## config.mk

```make
export PLATFORM = sky130hd
export DESIGN_NAME = bcd_byte_alu
export DESIGN_NICKNAME = d
export VERILOG_FILES = /design/src/rtl/bcd_pkg.sv /design/src/rtl/bcd_digit_add.sv /design/src/rtl/bcd_digit_sub.sv /design/src/rtl/bcd_byte_core.sv /design/src/rtl/bcd_byte_alu.sv
export SDC_FILE = /design/constraint.sdc
export NUM_CORES = 1
export LEC_CHECK = 0
export BUFFER_PORTS_ARGS = -buffer_cell sky130_fd_sc_hd__buf_2
export CORE_UTILIZATION = 35
export CTS_CLUSTER_DIAMETER = 40
export DETAILED_ROUTE_END_ITERATION = 8
export PLACE_DENSITY_LB_ADDON = 0.15
export SYNTH_ARGS = -nofsm -noshare
export SYNTH_HDL_FRONTEND = slang
export SYNTH_SLANG_ARGS = --single-unit
export TNS_END_PERCENT = 20
```

## constraint.sdc

```tcl
create_clock -name clk -period 4.8 [get_ports clk]
set_input_delay 0.24 -clock clk [delete_from_list [all_inputs] [get_ports clk]]
set_output_delay 0.24 -clock clk [all_outputs]
set_load 0.01 [all_outputs]
```

## src/rtl/bcd_pkg.sv

```systemverilog
// Package bcd_pkg: shared operation codes and digit width for the decimal unit.
// Assumes a packed BCD digit is four bits wide.
package bcd_pkg;
    localparam int DIGIT_W = 4;

    typedef enum logic [1:0] {
        BCD_ADD  = 2'b00,
        BCD_SUB  = 2'b01,
        BCD_NEG  = 2'b10,
        BCD_RSVD = 2'b11
    } bcd_op_e;
endpackage

```

## src/rtl/bcd_digit_add.sv

```systemverilog
// Module bcd_digit_add: adds two BCD digits and a carry-in, with decimal correction.
// Assumes valid digits for a meaningful result; any other digit gives a fixed, repeatable output.
module bcd_digit_add
    import bcd_pkg::*;
(
    input  logic [DIGIT_W-1:0] a,
    input  logic [DIGIT_W-1:0] b,
    input  logic               cin,
    output logic [DIGIT_W-1:0] sum,
    output logic               cout
);
    logic [DIGIT_W:0] raw;

    // Binary sum, then add six when it passes nine.
    always_comb begin
        raw  = {1'b0, a} + {1'b0, b} + {{DIGIT_W{1'b0}}, cin};
        cout = (raw > (DIGIT_W+1)'(9));
        sum  = cout ? (raw[DIGIT_W-1:0] + DIGIT_W'(6)) : raw[DIGIT_W-1:0];
    end
endmodule

```

## src/rtl/bcd_digit_sub.sv

```systemverilog
// Module bcd_digit_sub: subtracts a BCD digit and a borrow-in from another digit.
// Assumes valid digits for a meaningful result; the correction subtracts six when the digit borrows.
module bcd_digit_sub
    import bcd_pkg::*;
(
    input  logic [DIGIT_W-1:0] a,
    input  logic [DIGIT_W-1:0] b,
    input  logic               bin,
    output logic [DIGIT_W-1:0] diff,
    output logic               bout
);
    logic [DIGIT_W:0] raw;

    // Two's complement difference; its sign bit is the borrow.
    always_comb begin
        raw  = {1'b0, a} - {1'b0, b} - {{DIGIT_W{1'b0}}, bin};
        bout = raw[DIGIT_W];
        diff = bout ? (raw[DIGIT_W-1:0] - DIGIT_W'(6)) : raw[DIGIT_W-1:0];
    end
endmodule

```

## src/rtl/bcd_byte_core.sv

```systemverilog
// Module bcd_byte_core: combinational decimal add, subtract and negate over DIGITS digits.
// Assumes the low digit sits in the least significant nibble; X enters the low digit.
module bcd_byte_core
    import bcd_pkg::*;
#(
    parameter int DIGITS = 2,
    localparam int W     = DIGITS * DIGIT_W
) (
    input  bcd_op_e      op,
    input  logic [W-1:0] dst,
    input  logic [W-1:0] src,
    input  logic         x_in,
    output logic [W-1:0] res,
    output logic         cy_out
);
    logic [DIGITS:0] add_c;
    logic [DIGITS:0] sub_b;
    logic [W-1:0]    add_r;
    logic [W-1:0]    sub_r;
    logic [W-1:0]    minuend;

    // Negate subtracts from zero, so the destination is masked off.
    always_comb minuend = (op == BCD_NEG) ? '0 : dst;

    assign add_c[0] = x_in;
    assign sub_b[0] = x_in;

    for (genvar g = 0; g < DIGITS; g++) begin : g_digit
        bcd_digit_add u_add (
            .a   (dst[g*DIGIT_W +: DIGIT_W]),
            .b   (src[g*DIGIT_W +: DIGIT_W]),
            .cin (add_c[g]),
            .sum (add_r[g*DIGIT_W +: DIGIT_W]),
            .cout(add_c[g+1])
        );
        bcd_digit_sub u_sub (
            .a   (minuend[g*DIGIT_W +: DIGIT_W]),
            .b   (src[g*DIGIT_W +: DIGIT_W]),
            .bin (sub_b[g]),
            .diff(sub_r[g*DIGIT_W +: DIGIT_W]),
            .bout(sub_b[g+1])
        );
    end

    // Pick the chain the operation asks for.
    always_comb begin
        if (op == BCD_ADD) begin
            res    = add_r;
            cy_out = add_c[DIGITS];
        end else begin
            res    = sub_r;
            cy_out = sub_b[DIGITS];
        end
    end
endmodule

```

## src/rtl/bcd_byte_alu.sv

```systemverilog
// Module bcd_byte_alu: registered packed-decimal unit with extend, carry and sticky zero flags.
// Assumes the caller chains bytes through x and z, least significant byte first;
// op code 3 is reserved and ignored.
module bcd_byte_alu
    import bcd_pkg::*;
#(
    parameter int DIGITS = 2,
    localparam int W     = DIGITS * DIGIT_W
) (
    input  logic         clk,
    input  logic         rst_n,
    input  logic         in_valid,
    input  logic [1:0]   op,
    input  logic [W-1:0] dst_bcd,
    input  logic [W-1:0] src_bcd,
    input  logic         x_in,
    input  logic         z_in,
    output logic [W-1:0] res_bcd,
    output logic         x_out,
    output logic         c_out,
    output logic         z_out,
    output logic         done
);
    bcd_op_e      op_e;
    logic [W-1:0] core_res;
    logic         core_cy;
    logic         accept;
    logic         z_next;

    // Decode the operation and whether the strobe is taken.
    always_comb begin
        op_e   = bcd_op_e'(op);
        accept = in_valid && (op_e != BCD_RSVD);
        z_next = (core_res != '0) ? 1'b0 : z_in;
    end

    bcd_byte_core #(.DIGITS(DIGITS)) u_core (
        .op    (op_e),
        .dst   (dst_bcd),
        .src   (src_bcd),
        .x_in  (x_in),
        .res   (core_res),
        .cy_out(core_cy)
    );

    // Latch result and flags on an accepted strobe; done follows by one cycle.
    always_ff @(posedge clk) begin
        if (!rst_n) begin
            res_bcd <= '0;
            x_out   <= 1'b0;
            c_out   <= 1'b0;
            z_out   <= 1'b0;
            done    <= 1'b0;
        end else begin
            done <= accept;
            if (accept) begin
                res_bcd <= core_res;
                x_out   <= core_cy;
                c_out   <= core_cy;
                z_out   <= z_next;
            end
        end
    end
endmodule

```

==> flow_metrics.env <==
export IMPL_outcome="completed"
export IMPL_fin_worst_hold_slack_ps=321
export IMPL_detail_route_vias_per_cell=5.04
export IMPL_critPathMostFrequentCell="fa_1"
export IMPL_fp_dieW_um=69.9
export IMPL_netlist_area_sq_um=1610
export IMPL_postCtsHoldBufs=0
export IMPL_drc_violation_count_after_routing=0
export IMPL_postSynthNetCount=253
export IMPL_clock_latency_on_the_worst_skew_pair_ps=240
export IMPL_grt_first_pass_wirelength_um=6110
export IMPL_antenna_found_initial=0
export IMPL_critical_path_max_fanout=4
export IMPL_grt_ovf=0
export IMPL_cpMaxStageDelayCell="fa_1"
export IMPL_internal_power_uw=313
export IMPL_maxClockFrequency_mhz=232
export IMPL_leakagePower_uw=0.000937
export IMPL_placement_io_buffers=34
export IMPL_rsz0062_at_grt="no"
export IMPL_vdd_ir_drop_worst_mv=0.0761
export IMPL_critPathBufInv=3
export IMPL_place_congestion=0.782
export IMPL_slew_limit_headroom=0.636
export IMPL_cts_setup_buffers=0
export IMPL_post_synth_main_area_contributors="ha_1 15%, dfxtp_1 14%, fa_1 9.9%, nand2_1 5.8%, inv_1 5.1%"
export IMPL_instances_no_fill=289
export IMPL_cts_buffers=3
export IMPL_path_cells="buf_2 -> fa_1 -> fa_1 -> xnor2_1 -> ha_1 -> nand2_1 -> a32oi_1 -> nand3_1 -> and2_4 -> fa_1 -> inv_1 -> fa_1 -> inv_1 -> ha_1 -> a22oi_1 -> and3b_1 -> o21a_1 -> o31ai_1 -> nor3_1 -> a31o_1"
export IMPL_multiInputGateArea_sq_um=1280
export IMPL_postCtsResizedCells=0
export IMPL_drtAntennaViolNets=0
export IMPL_initial_cell_density_of_the_core=0.368
export IMPL_worstSetupPathDepth=20
export IMPL_hold_path_depth=2
export IMPL_yosys_area_top_type_share=0.147
export IMPL_netlist_top_cells_count="25 x nand2_1, 22 x inv_1, 19 x ha_1"
export IMPL_cts_root_buf="clkbuf_8"
export IMPL_via_count=1456
export IMPL_worst_path_dominant_cell_family="adder cells"
export IMPL_switching_share_of_power=0.406
export IMPL_synth_ff_latch_count=11
export IMPL_wirelength_um=3580
export IMPL_clkSinkCount=11
export IMPL_power_share_clock=0.173
export IMPL_count_of_filler_cells_inserted_in_the_layout=472
export IMPL_met3WireLength_um=91
export IMPL_synth_edf_count=0
export IMPL_worst_slew_pin_slew_ps=540
export IMPL_drive_above_1_share=0.198
export IMPL_setup_violations=0
export IMPL_design_die_area_sq_um=4890
export IMPL_post_synthesis_async_set_or_reset_flop_share=0
export IMPL_area_growth_syn_to_layout_pct=16.6
export IMPL_num_nets_final=288
export IMPL_setup_ws_ps=486
export IMPL_synth_most_common_cell="nand2_1"
export IMPL_total_switching_power_uw=214
export IMPL_timing_final_crit_share=0.899
export IMPL_hold_class="in -> reg"
export IMPL_worst_setup_hold_path_clk_slew_ps=50
export IMPL_drv_max_cap_violation_count=0
export IMPL_die_h_um=69.9
export IMPL_top_signal_layer_used="met4"
export IMPL_worstRegToRegCells=2
export IMPL_drv_slew=0
export IMPL_grt_pass1_vias=1325
export IMPL_post_detail_place_hpwl_um=3020
export IMPL_timing_critical_path_from_type="primary input"
export IMPL_sequential_cell_area_sq_um=220
export IMPL_dp_cells=285
export IMPL_power_sequential_fraction=0.203
export IMPL_setup_worst_path_class="in -> reg"
export IMPL_drt_iter0_drc=41
export IMPL_clock_skew_final_ps=0
export IMPL_synth_cell_type_count=50
export IMPL_first_pass_iters=4
export IMPL_combinational_group_share_of_total_power=0.624
export IMPL_grt_total_usage=0.154
export IMPL_cts_htree_levels=1
export IMPL_grt_max_degree=13
export IMPL_clock_tree_buffer_depth=2
export IMPL_worst_endpoint_arrival_ps=4440
export IMPL_synthFlopType="dfxtp_1"
export IMPL_synth_warnings=0
export IMPL_setup_total_negative_slack_ps=0
export IMPL_postSynthCellCount=203
export IMPL_post_synth_top_area_cell="ha_1"
export IMPL_design_portCount=35
export IMPL_power_density_cells_nw_per_um2=280
export IMPL_share_of_synthesized_area_occupied_by_flip_flops_and_latches=0.136
export IMPL_tritoncts="done"
export IMPL_routedLengthMet1_um=1890
export IMPL_antenna_diode_count=0
export IMPL_final_util=0.429
export IMPL_cp_required_ps=4930
export IMPL_worst_setup_path_end_kind="register"
export IMPL_cell_rows=24
export IMPL_dp_worst_setup_slack_ps=213
export IMPL_core_region_area_sq_um=4380
export IMPL_timing_final_hold_violations=0
export IMPL_syn_area_per_cell_sq_um=7.95
export IMPL_detail_route_wl_per_cell_um=12.4
export IMPL_routed_wl_met2_um=1530
export IMPL_final_min_clock_period_ps=4310
export IMPL_worst_path_largest_cell_delay_ps=450
-- through the flow --
stage               cell area [sq um]  power (uW)
CTS                              1880         533
global placement                 1840         438
finish                           1880         527
detailed placement               1840         439
floorplan                        1610         358
global route                     1880         581
-- area by class of cell --
| class | instances | share of cell area |
|---|---|---|
| tap | 52 | 0.0346 |
| clock buffer | 4 | 0.0239 |
| timing repair buffer | 36 | 0.0984 |
| inverter | 22 | 0.0439 |
| multi-input combinational | 164 | 0.682 |
| sequential | 11 | 0.117 |
-- registers in the layout, indices dropped and copies added, names as in the netlist --
| signal | count |
|---|---|
| c_out | 1 |
| res_bcd | 8 |
| z_out | 1 |
| done | 1 |
-- routing by layer --
| layer | track usage | vias to the layer above |
|---|---|---|
| met4 | 0.0667 | 0 |
| met3 | 0.0101 | 5 |
| li1 | - | 782 |
| met5 | 0 | - |
| met1 | 0.214 | 643 |
| met2 | 0.245 | 26 |
-- cells in the final DEF (no fill, tap or decap), types with 5 or more instances in the layout --
master    n
inv_1    22
fa_1      8
ha_1     19
mux2i_1   7
and2_1    8
xnor2_1   9
and3_1    5
nand2_1  25
dfxtp_1  11
nor2b_1   7
a21oi_1   9
buf_2    34
nor2_1    7
-- path summary, 6_finish.rpt --
| check | end | from | slack, ps |
|---|---|---|---|
| max | z_out | dst_bcd[0] | 490 |
| min | done | in_valid | 320 |
| max reg2reg | res_bcd[2] | res_bcd[2] | 4080 |
| min reg2reg | res_bcd[3] | res_bcd[3] | 450 |
-- power groups by stage --
stage	combinational, uW	sequential [uW]	clock, uW
floorplan	244	114	0
global placement	329	109	0
detailed placement	330	109	0
CTS	332	107	94.2
global route	375	108	98.0
finish	329	107	91.2
-- logic make-up after synthesis --
family          after synthesis  share of synthesized area
compound gates               46                      0.209
xor+xnor                     10                     0.0543
fa+ha+maj                    27                      0.247
buf+inv                      28                     0.0682
flops                        11                      0.136
mux                           8                     0.0527
simple gates                 73                      0.233
(Power assumes the default switching activity.)
